[src/rtl/gpio_ec_pkg.sv]
package gpio_ec_pkg;

  // Register kinds. The numeric order fixes the address map.
  typedef enum logic [2:0] {
    RK_LEVEL = 3'd0,
    RK_DIR   = 3'd1,
    RK_SET   = 3'd2,
    RK_CLR   = 3'd3,
    RK_RISE  = 3'd4,
    RK_FALL  = 3'd5,
    RK_STAT  = 3'd6
  } reg_kind_e;

  localparam int unsigned KIND_COUNT = 7;

  // Per-word write strobes produced by the decoder.
  typedef struct packed {
    logic dir;
    logic set;
    logic clr;
    logic rise;
    logic fall;
    logic stat;
  } wr_sel_t;

endpackage

[src/rtl/gpio_ec_sync.sv]
module gpio_ec_sync #(
  parameter int unsigned W      = 32,
  parameter int unsigned STAGES = 2
) (
  input  logic         clk,
  input  logic         rst_n,
  input  logic [W-1:0] d,
  output logic [W-1:0] q
);

  logic [W-1:0] chain_q [STAGES];

  always_ff @(posedge clk or negedge rst_n) begin
    if (!rst_n) begin
      for (int i = 0; i < int'(STAGES); i++) chain_q[i] <= '0;
    end else begin
      chain_q[0] <= d;
      for (int i = 1; i < int'(STAGES); i++) chain_q[i] <= chain_q[i-1];
    end
  end

  assign q = chain_q[STAGES-1];

endmodule

[src/rtl/gpio_ec_decode.sv]
module gpio_ec_decode
  import gpio_ec_pkg::*;
#(
  parameter int unsigned ADDR_W = 8,
  parameter int unsigned NW     = 2,
  parameter int unsigned WIDX_W = 1
) (
  input  logic [ADDR_W-1:0] addr,
  input  logic              wr_en,
  output reg_kind_e         kind_o,
  output logic [WIDX_W-1:0] word_o,
  output logic              valid_o,
  output wr_sel_t           sel_o [NW]
);

  localparam int unsigned IDX_W = ADDR_W - 2;

  logic [IDX_W-1:0] widx;
  logic [1:0]       unused_lsb;
  int unsigned      widx_i;
  int unsigned      kind_i;
  int unsigned      word_i;

  assign widx       = addr[ADDR_W-1:2];
  assign unused_lsb = addr[1:0];

  always_comb begin
    widx_i = 32'(widx);
    kind_i = widx_i / NW;
    word_i = widx_i % NW;
  end

  assign kind_o  = reg_kind_e'(kind_i[2:0]);
  assign word_o  = word_i[WIDX_W-1:0];
  assign valid_o = (kind_i < KIND_COUNT);

  for (genvar w = 0; w < int'(NW); w++) begin : g_sel
    logic hit;
    assign hit = wr_en && valid_o && (word_i == w);
    always_comb begin
      sel_o[w]      = '0;
      sel_o[w].dir  = hit && (kind_o == RK_DIR);
      sel_o[w].set  = hit && (kind_o == RK_SET);
      sel_o[w].clr  = hit && (kind_o == RK_CLR);
      sel_o[w].rise = hit && (kind_o == RK_RISE);
      sel_o[w].fall = hit && (kind_o == RK_FALL);
      sel_o[w].stat = hit && (kind_o == RK_STAT);
    end
  end

endmodule

[src/rtl/gpio_ec_bank.sv]
module gpio_ec_bank
  import gpio_ec_pkg::*;
#(
  parameter int unsigned W = 32
) (
  input  logic         clk,
  input  logic         rst_n,
  input  wr_sel_t      sel,
  input  logic [W-1:0] wr_data,
  input  logic [W-1:0] pin_sync,
  output logic [W-1:0] dir_q,
  output logic [W-1:0] out_q,
  output logic [W-1:0] rise_q,
  output logic [W-1:0] fall_q,
  output logic [W-1:0] stat_q
);

  logic [W-1:0] prev_q;
  logic [W-1:0] rise_hit;
  logic [W-1:0] fall_hit;
  logic [W-1:0] set_mask;
  logic [W-1:0] clr_mask;
  logic [W-1:0] ack_mask;

  // Edge found by comparing the synchronized value with last cycle's.
  assign rise_hit = pin_sync & ~prev_q & rise_q;
  assign fall_hit = ~pin_sync & prev_q & fall_q;

  assign set_mask = sel.set  ? wr_data : '0;
  assign clr_mask = sel.clr  ? wr_data : '0;
  assign ack_mask = sel.stat ? wr_data : '0;

  always_ff @(posedge clk or negedge rst_n) begin
    if (!rst_n) begin
      dir_q  <= '0;
      out_q  <= '0;
      rise_q <= '0;
      fall_q <= '0;
      stat_q <= '0;
      prev_q <= '0;
    end else begin
      if (sel.dir)  dir_q  <= wr_data;
      if (sel.rise) rise_q <= wr_data;
      if (sel.fall) fall_q <= wr_data;
      out_q  <= (out_q | set_mask) & ~clr_mask;
      // A fresh edge outranks an acknowledge on the same bit.
      stat_q <= (stat_q & ~ack_mask) | rise_hit | fall_hit;
      prev_q <= pin_sync;
    end
  end

endmodule

[src/rtl/gpio_edge_ctrl.sv]
module gpio_edge_ctrl
  import gpio_ec_pkg::*;
#(
  parameter int unsigned NUM_PINS    = 64,
  parameter int unsigned WORD_W      = 32,
  parameter int unsigned ADDR_W      = 8,
  parameter int unsigned SYNC_STAGES = 2
) (
  input  logic                clk,
  input  logic                rst_n,
  input  logic [ADDR_W-1:0]   addr,
  input  logic                wr_en,
  input  logic [WORD_W-1:0]   wr_data,
  output logic [WORD_W-1:0]   rd_data,
  input  logic [NUM_PINS-1:0] pin_i,
  output logic [NUM_PINS-1:0] pin_o,
  output logic [NUM_PINS-1:0] pin_oe,
  output logic                irq
);

  localparam int unsigned NW     = NUM_PINS / WORD_W;
  localparam int unsigned WIDX_W = (NW > 1) ? $clog2(NW) : 1;

  logic [NUM_PINS-1:0] pin_sync;
  logic [NUM_PINS-1:0] sts_all;

  reg_kind_e         dec_kind;
  logic [WIDX_W-1:0] dec_word;
  logic              dec_valid;
  wr_sel_t           dec_sel [NW];

  logic [WORD_W-1:0] lvl_w  [NW];
  logic [WORD_W-1:0] dir_w  [NW];
  logic [WORD_W-1:0] out_w  [NW];
  logic [WORD_W-1:0] rise_w [NW];
  logic [WORD_W-1:0] fall_w [NW];
  logic [WORD_W-1:0] stat_w [NW];

  gpio_ec_sync #(
    .W      (NUM_PINS),
    .STAGES (SYNC_STAGES)
  ) u_sync (
    .clk   (clk),
    .rst_n (rst_n),
    .d     (pin_i),
    .q     (pin_sync)
  );

  gpio_ec_decode #(
    .ADDR_W (ADDR_W),
    .NW     (NW),
    .WIDX_W (WIDX_W)
  ) u_dec (
    .addr    (addr),
    .wr_en   (wr_en),
    .kind_o  (dec_kind),
    .word_o  (dec_word),
    .valid_o (dec_valid),
    .sel_o   (dec_sel)
  );

  for (genvar w = 0; w < int'(NW); w++) begin : g_bank
    assign lvl_w[w] = pin_sync[w*WORD_W +: WORD_W];

    gpio_ec_bank #(
      .W (WORD_W)
    ) u_bank (
      .clk      (clk),
      .rst_n    (rst_n),
      .sel      (dec_sel[w]),
      .wr_data  (wr_data),
      .pin_sync (lvl_w[w]),
      .dir_q    (dir_w[w]),
      .out_q    (out_w[w]),
      .rise_q   (rise_w[w]),
      .fall_q   (fall_w[w]),
      .stat_q   (stat_w[w])
    );

    assign pin_oe [w*WORD_W +: WORD_W] = dir_w[w];
    assign pin_o  [w*WORD_W +: WORD_W] = out_w[w];
    assign sts_all[w*WORD_W +: WORD_W] = stat_w[w];
  end

  assign irq = |sts_all;

  always_comb begin
    rd_data = '0;
    if (dec_valid) begin
      unique case (dec_kind)
        RK_LEVEL:       rd_data = lvl_w[dec_word];
        RK_DIR:         rd_data = dir_w[dec_word];
        RK_SET, RK_CLR: rd_data = out_w[dec_word];
        RK_RISE:        rd_data = rise_w[dec_word];
        RK_FALL:        rd_data = fall_w[dec_word];
        RK_STAT:        rd_data = stat_w[dec_word];
        default:        rd_data = '0;
      endcase
    end
  end

endmodule

[config.mk]
export PLATFORM = sky130hd
export DESIGN_NAME = gpio_edge_ctrl
export DESIGN_NICKNAME = d
export VERILOG_FILES = /design/src/rtl/gpio_ec_pkg.sv /design/src/rtl/gpio_ec_sync.sv /design/src/rtl/gpio_ec_decode.sv /design/src/rtl/gpio_ec_bank.sv /design/src/rtl/gpio_edge_ctrl.sv
export SDC_FILE = /design/constraint.sdc
export NUM_CORES = 1
export LEC_CHECK = 0
export CORE_UTILIZATION = 30
export DETAILED_ROUTE_END_ITERATION = 8
export GPL_TIMING_DRIVEN = 0
export PLACE_DENSITY = 0.53
export SYNTH_ARGS = -nofsm -noshare
export SYNTH_HDL_FRONTEND = slang
export SYNTH_SLANG_ARGS = --single-unit
export TNS_END_PERCENT = 100
[constraint.sdc]
create_clock -name clk -period 5.85 [get_ports clk]
set_clock_uncertainty 0.05 [all_clocks]
set_input_delay 1.17 -clock clk [delete_from_list [all_inputs] [get_ports clk]]
set_output_delay 1.17 -clock clk [all_outputs]
set_load 0.05 [all_outputs]
-- After elaboration in Yosys (flattened, before gate mapping)
Index checks and enable logic that the tools add are counted.
- $lt $le $gt $ge: 2
- eq/ne operators: 6
- multiplexer cells: 26
- bitwise logic cells: 27
- reduce and logical (&&, ||, !) cells: 19
- operator list (cell ; number):
    2-to-1 mux 32 bit ; 25
    bitwise AND 32 bit ; 12
    NOT 32 bit ; 8
    OR 32 bit ; 6
    case mux 32 bit (6 select lines) ; 1
    OR reduction 64 bit ; 1
    logical NOT 32 bit ; 1
    logical AND 1 bit ; 15
    equality test 3 bit, second input constant ; 3
    equality test 3 x 2 -> 1 bit, second input constant ; 2
    < comparator 5 x 3 -> 1 bit, second input constant ; 1
    equality test 3 x 1 -> 1 bit, second input constant ; 1
    logical NOT 3 bit ; 1
    greater-or-equal comparator 2 bit, second input constant ; 1
    NOT 1 -> 2 bit ; 1
    OR reduction 2 bit ; 1
- flip-flop bits (word level): 512
- input port bits: 107
- output and inout bits: 161

-- Logic depth before layout (Yosys ltp)
- depth in word-level cells: 9
- depth in mapped cells: 6

-- By module
From an unflattened synthesis, not the netlist that was laid out.
- cell total of the unflattened synthesis: 1612
- area total of the unflattened synthesis: 22591.7 um^2
- by module, submodules not included (module ; times used ; cells each ; area each (um^2)):
    gpio_ec_bank ; 2 ; 501 ; 7723.7
    gpio_ec_sync ; 1 ; 192 ; 3683.5
    gpio_edge_ctrl ; 1 ; 393 ; 3304.4
    gpio_ec_decode ; 1 ; 25 ; 156.4

-- Worst setup path after synthesis
OpenSTA, ideal clock, no wires.
- path kind: input to output
- from: in addr[4]
- to: out rd_data[13]
- arrival time: 2.590 ns
- required time: 4.630 ns
- setup slack: 2.040 ns
- stages: 6
- path buffers: 3
- cell sequence: clkbuf_2 or3b_1 clkbuf_1 buf_2 o22ai_1 o31a_1
- longest elaborated chain between the ends: 4
- ends and longest elaborated chain (item ; RTL line ; source):
    start: declaration ; gpio_edge_ctrl.sv:11 ; input logic [ADDR_W-1:0] addr,
    equality test 3 x 2 -> 1 bit ; gpio_edge_ctrl.sv:90 ; unique case (dec_kind)
    OR reduction 2 bit ; gpio_edge_ctrl.sv:90 ;
    case mux 32 bit (6 select lines) ; gpio_edge_ctrl.sv:90 ;
    2-to-1 mux 32 bit (*) ; gpio_edge_ctrl.sv:89 ; if (dec_valid) begin
    end: declaration ; gpio_edge_ctrl.sv:14 ; output logic [WORD_W-1:0] rd_data,
Every way passes the cells marked *; elsewhere a longest branch is shown, timed or not.

-- Worst setup path in the final report
Same ends and word-level chain as after synthesis.

==> flow_summary.ini <==
[job]
cap_violations = 0

[sta]
finalSetupViolCount = 0
period_needed_ns = 5.74
fmax_ghz = 0.174
rsz0062_at_grt = false
setup_ws_ns = 0.107
holdWs_ns = 0.297
hold_viol_final = 0
drv_slew = 0
relSlewSlack_pct = 24.2
worst_slew_pin_slew_ns = 1.14
finalCritPeriodShare_pct = 98.2

[synthesis]
synth_warnings = 0
synth_seq_cells = 512
async_reset_ff_share_pct = 100
synth_ff_type = dfrtp_1
synth.avg_cell_area_um2 = 13.2
syn-num-nets = 1764
synth_cell_types = 35
syn_area_mm2 = 0.0218
synth_edf_count = 0
syn_inst = 1657
seq_area_frac_synth_pct = 58.7

[setup_path]
cp_common_cell = clkdlybuf4s50_1
endpoint_kind = output port
cp.arrival_ns = 4.52
crit_family = buffers and inverters
required_ns = 4.63
startpoint_type = primary input
crit_path_top_delay_cell = clkbuf_1
crit_fanout = 10
path_buf_inv = 4
max_stage_delay_ns = 0.89
path_cells = clkdlybuf4s50_1 -> clkbuf_2 -> nand3b_1 -> clkbuf_1 -> o22ai_1 -> o31a_1 -> clkdlybuf4s50_1
criticalPathCategory = in2out

[power]
pwr-share-seq_pct = 44.9
p_leak_nw = 11.6
pwr-share-clk_pct = 36.9
p_int_mw = 6.88
p_per_area_mw_per_mm2 = 358
p_comb_share_pct = 18.2
vdd_drop_max_uv = 214
switching_power_mw = 3.02
switching_share_pct = 30.5

[placed_design]
dp.cells = 2875
gp_congestion = 0.871
hpwl_mm = 55.8
port_buffers = 264
dp_slack_ns = 0.184
place_area_mm2 = 0.0258

[floorplan]
rows = 98
io_pins = 268
design.core.area_mm2 = 0.0717
start_util_pct = 30.4
die_y_um = 272
die_x_um = 272
die_area_mm2 = 0.0738

[hold_path]
hold_class = reg2reg

[global_routing]
grt_pass1_vias = 16900
grt-ovfl-total = 0
grt_max_degree = 121
grt_pass1_wl_mm = 116
grtUsageTotal_pct = 21.4
grt_antenna_before_repair = 9

[layout]
syn_to_final_growth_pct = 26.8
finalNetCount = 2090
fillers = 6767
fin_cells = 2978
final_area_mm2 = 0.0277
final_util_pct = 38.6
diodes = 0
drive_above_1_share_pct = 17.8
final_common_cell = dfrtp_1
final_cell_mix = dfrtp_1 (512), clkdlybuf4s50_1 (263), mux2i_1 (192)

[drt]
wl_mm = 79.9
vias = 16300
via_per_inst = 5.49
first_pass_iters = 7
drtAntennaViolNets = 0
dr.first_iter.drc_count = 1355
drcViolationCount = 0
avgRoutedWirePerCell_um = 26.8

[clock_network]
cts_htree_levels = 2
clock_latency_ns = 0.62
cts_tree = built
path_clk_slew_ns = 0.06
cts_root_buf = clkbuf_16
cts_buffers = 56
ctsResizeCount = 0
clock_sinks = 512
cts_buffer_depth = 3
cts_hold_buf = 0
postCtsSetupBuffers = 0

[status]
status = finished clean
## logic make-up (layout without fill, tap and decap cells)
family	Yosys count	after routing	synth area share, %
buffers and inverters	137	508	3.15
and+or+nand+nor	176	176	5.00
DFF	512	512	58.7
muxes	384	384	18.8
AOI/OAI and AO/OA	448	448	14.3
## routing by layer
layer	routed length [um]	part of all wire [%]	GRT usage (%)	vias up
met4	3230	4.0	8.72	18
met3	4960	6.2	4.36	180
met1	34300	43	28.2	8519
met2	37300	47	34.4	631
met5	114	0.14	0	-
li1	-	-	-	6999
## cell type report
class	instances	area (um^2)	area share [%]
timing repair buffer	268	2760	9.97
inverter	1	3.75	0.0136
tap	950	1190	4.30
buffer	136	683	2.47
clock buffer	86	1670	6.05
multi-input combinational	1008	8310	30.1
clock inverter	17	221	0.801
sequential	512	12800	46.3
## stage by stage
| stage | power [mW] | setup TNS, ns |
|---|---|---|
| 2_1_floorplan | 5.46 | 0 |
| 3_3_place_gp | 6.26 | -9888.49 |
| 3_5_place_dp | 6.30 | 0 |
| 4_1_cts | 9.96 | 0 |
| 5_1_grt | 10.3 | 0 |
| 6_report | 9.90 | 0 |
## flip-flops by register name, summed over array words and instances, names as in the netlist
signal                flops
g_bank.u_bank.dir_q      64
u_sync.q                 64
g_bank.u_bank.fall_q     64
g_bank.u_bank.rise_q     64
g_bank.u_bank.prev_q     64
u_sync.chain_q           64
g_bank.u_bank.stat_q     64
g_bank.u_bank.out_q      64
## worst paths after layout
kind	from	endpoint	slack (ns)	depth (start not counted)
max reg2reg	u_sync.q[4]	g_bank[0].u_bank.stat_q[4]	4.76	3
max	addr[4]	rd_data[13]	0.11	7
min	u_sync.chain_q[112]	u_sync.q[48]	0.30	0
min reg2reg	u_sync.chain_q[112]	u_sync.q[48]	0.30	0
min in group asynchronous	rst_n	u_sync.chain_q[126]	0.54	1
max in group asynchronous	rst_n	u_sync.chain_q[70]	3.73	3
## synthesized netlist by cell type (12+ instances only)
| master | instances | share of area [%] |
|---|---|---|
| o22ai_1 | 96 | 2.8 |
| nand3b_1 | 66 | 2.3 |
| dfrtp_1 | 512 | 59 |
| nand2_1 | 65 | 1.1 |
| o21ai_0 | 64 | 1.5 |
| mux2_2 | 186 | 9.6 |
| clkbuf_1 | 64 | 1.1 |
| o22a_1 | 64 | 2.6 |
| mux2i_1 | 192 | 8.8 |
| o211ai_1 | 64 | 2.2 |
| o31a_1 | 32 | 1.3 |
| a21oi_1 | 64 | 1.5 |
| buf_2 | 56 | 1.3 |
| buf_6 | 12 | 0.62 |
| nor4_1 | 16 | 0.46 |
| a41oi_1 | 64 | 2.6 |
## power groups by stage
stage	Combinational, mW	Sequential (mW)	Clock (mW)
floorplan	0.753	4.71	0
global placement	1.77	4.49	0
detailed placement	1.80	4.49	0
CTS	1.81	4.43	3.72
global route	1.91	4.49	3.87
finish	1.80	4.44	3.65
Power figures use the tool's default switching activity.
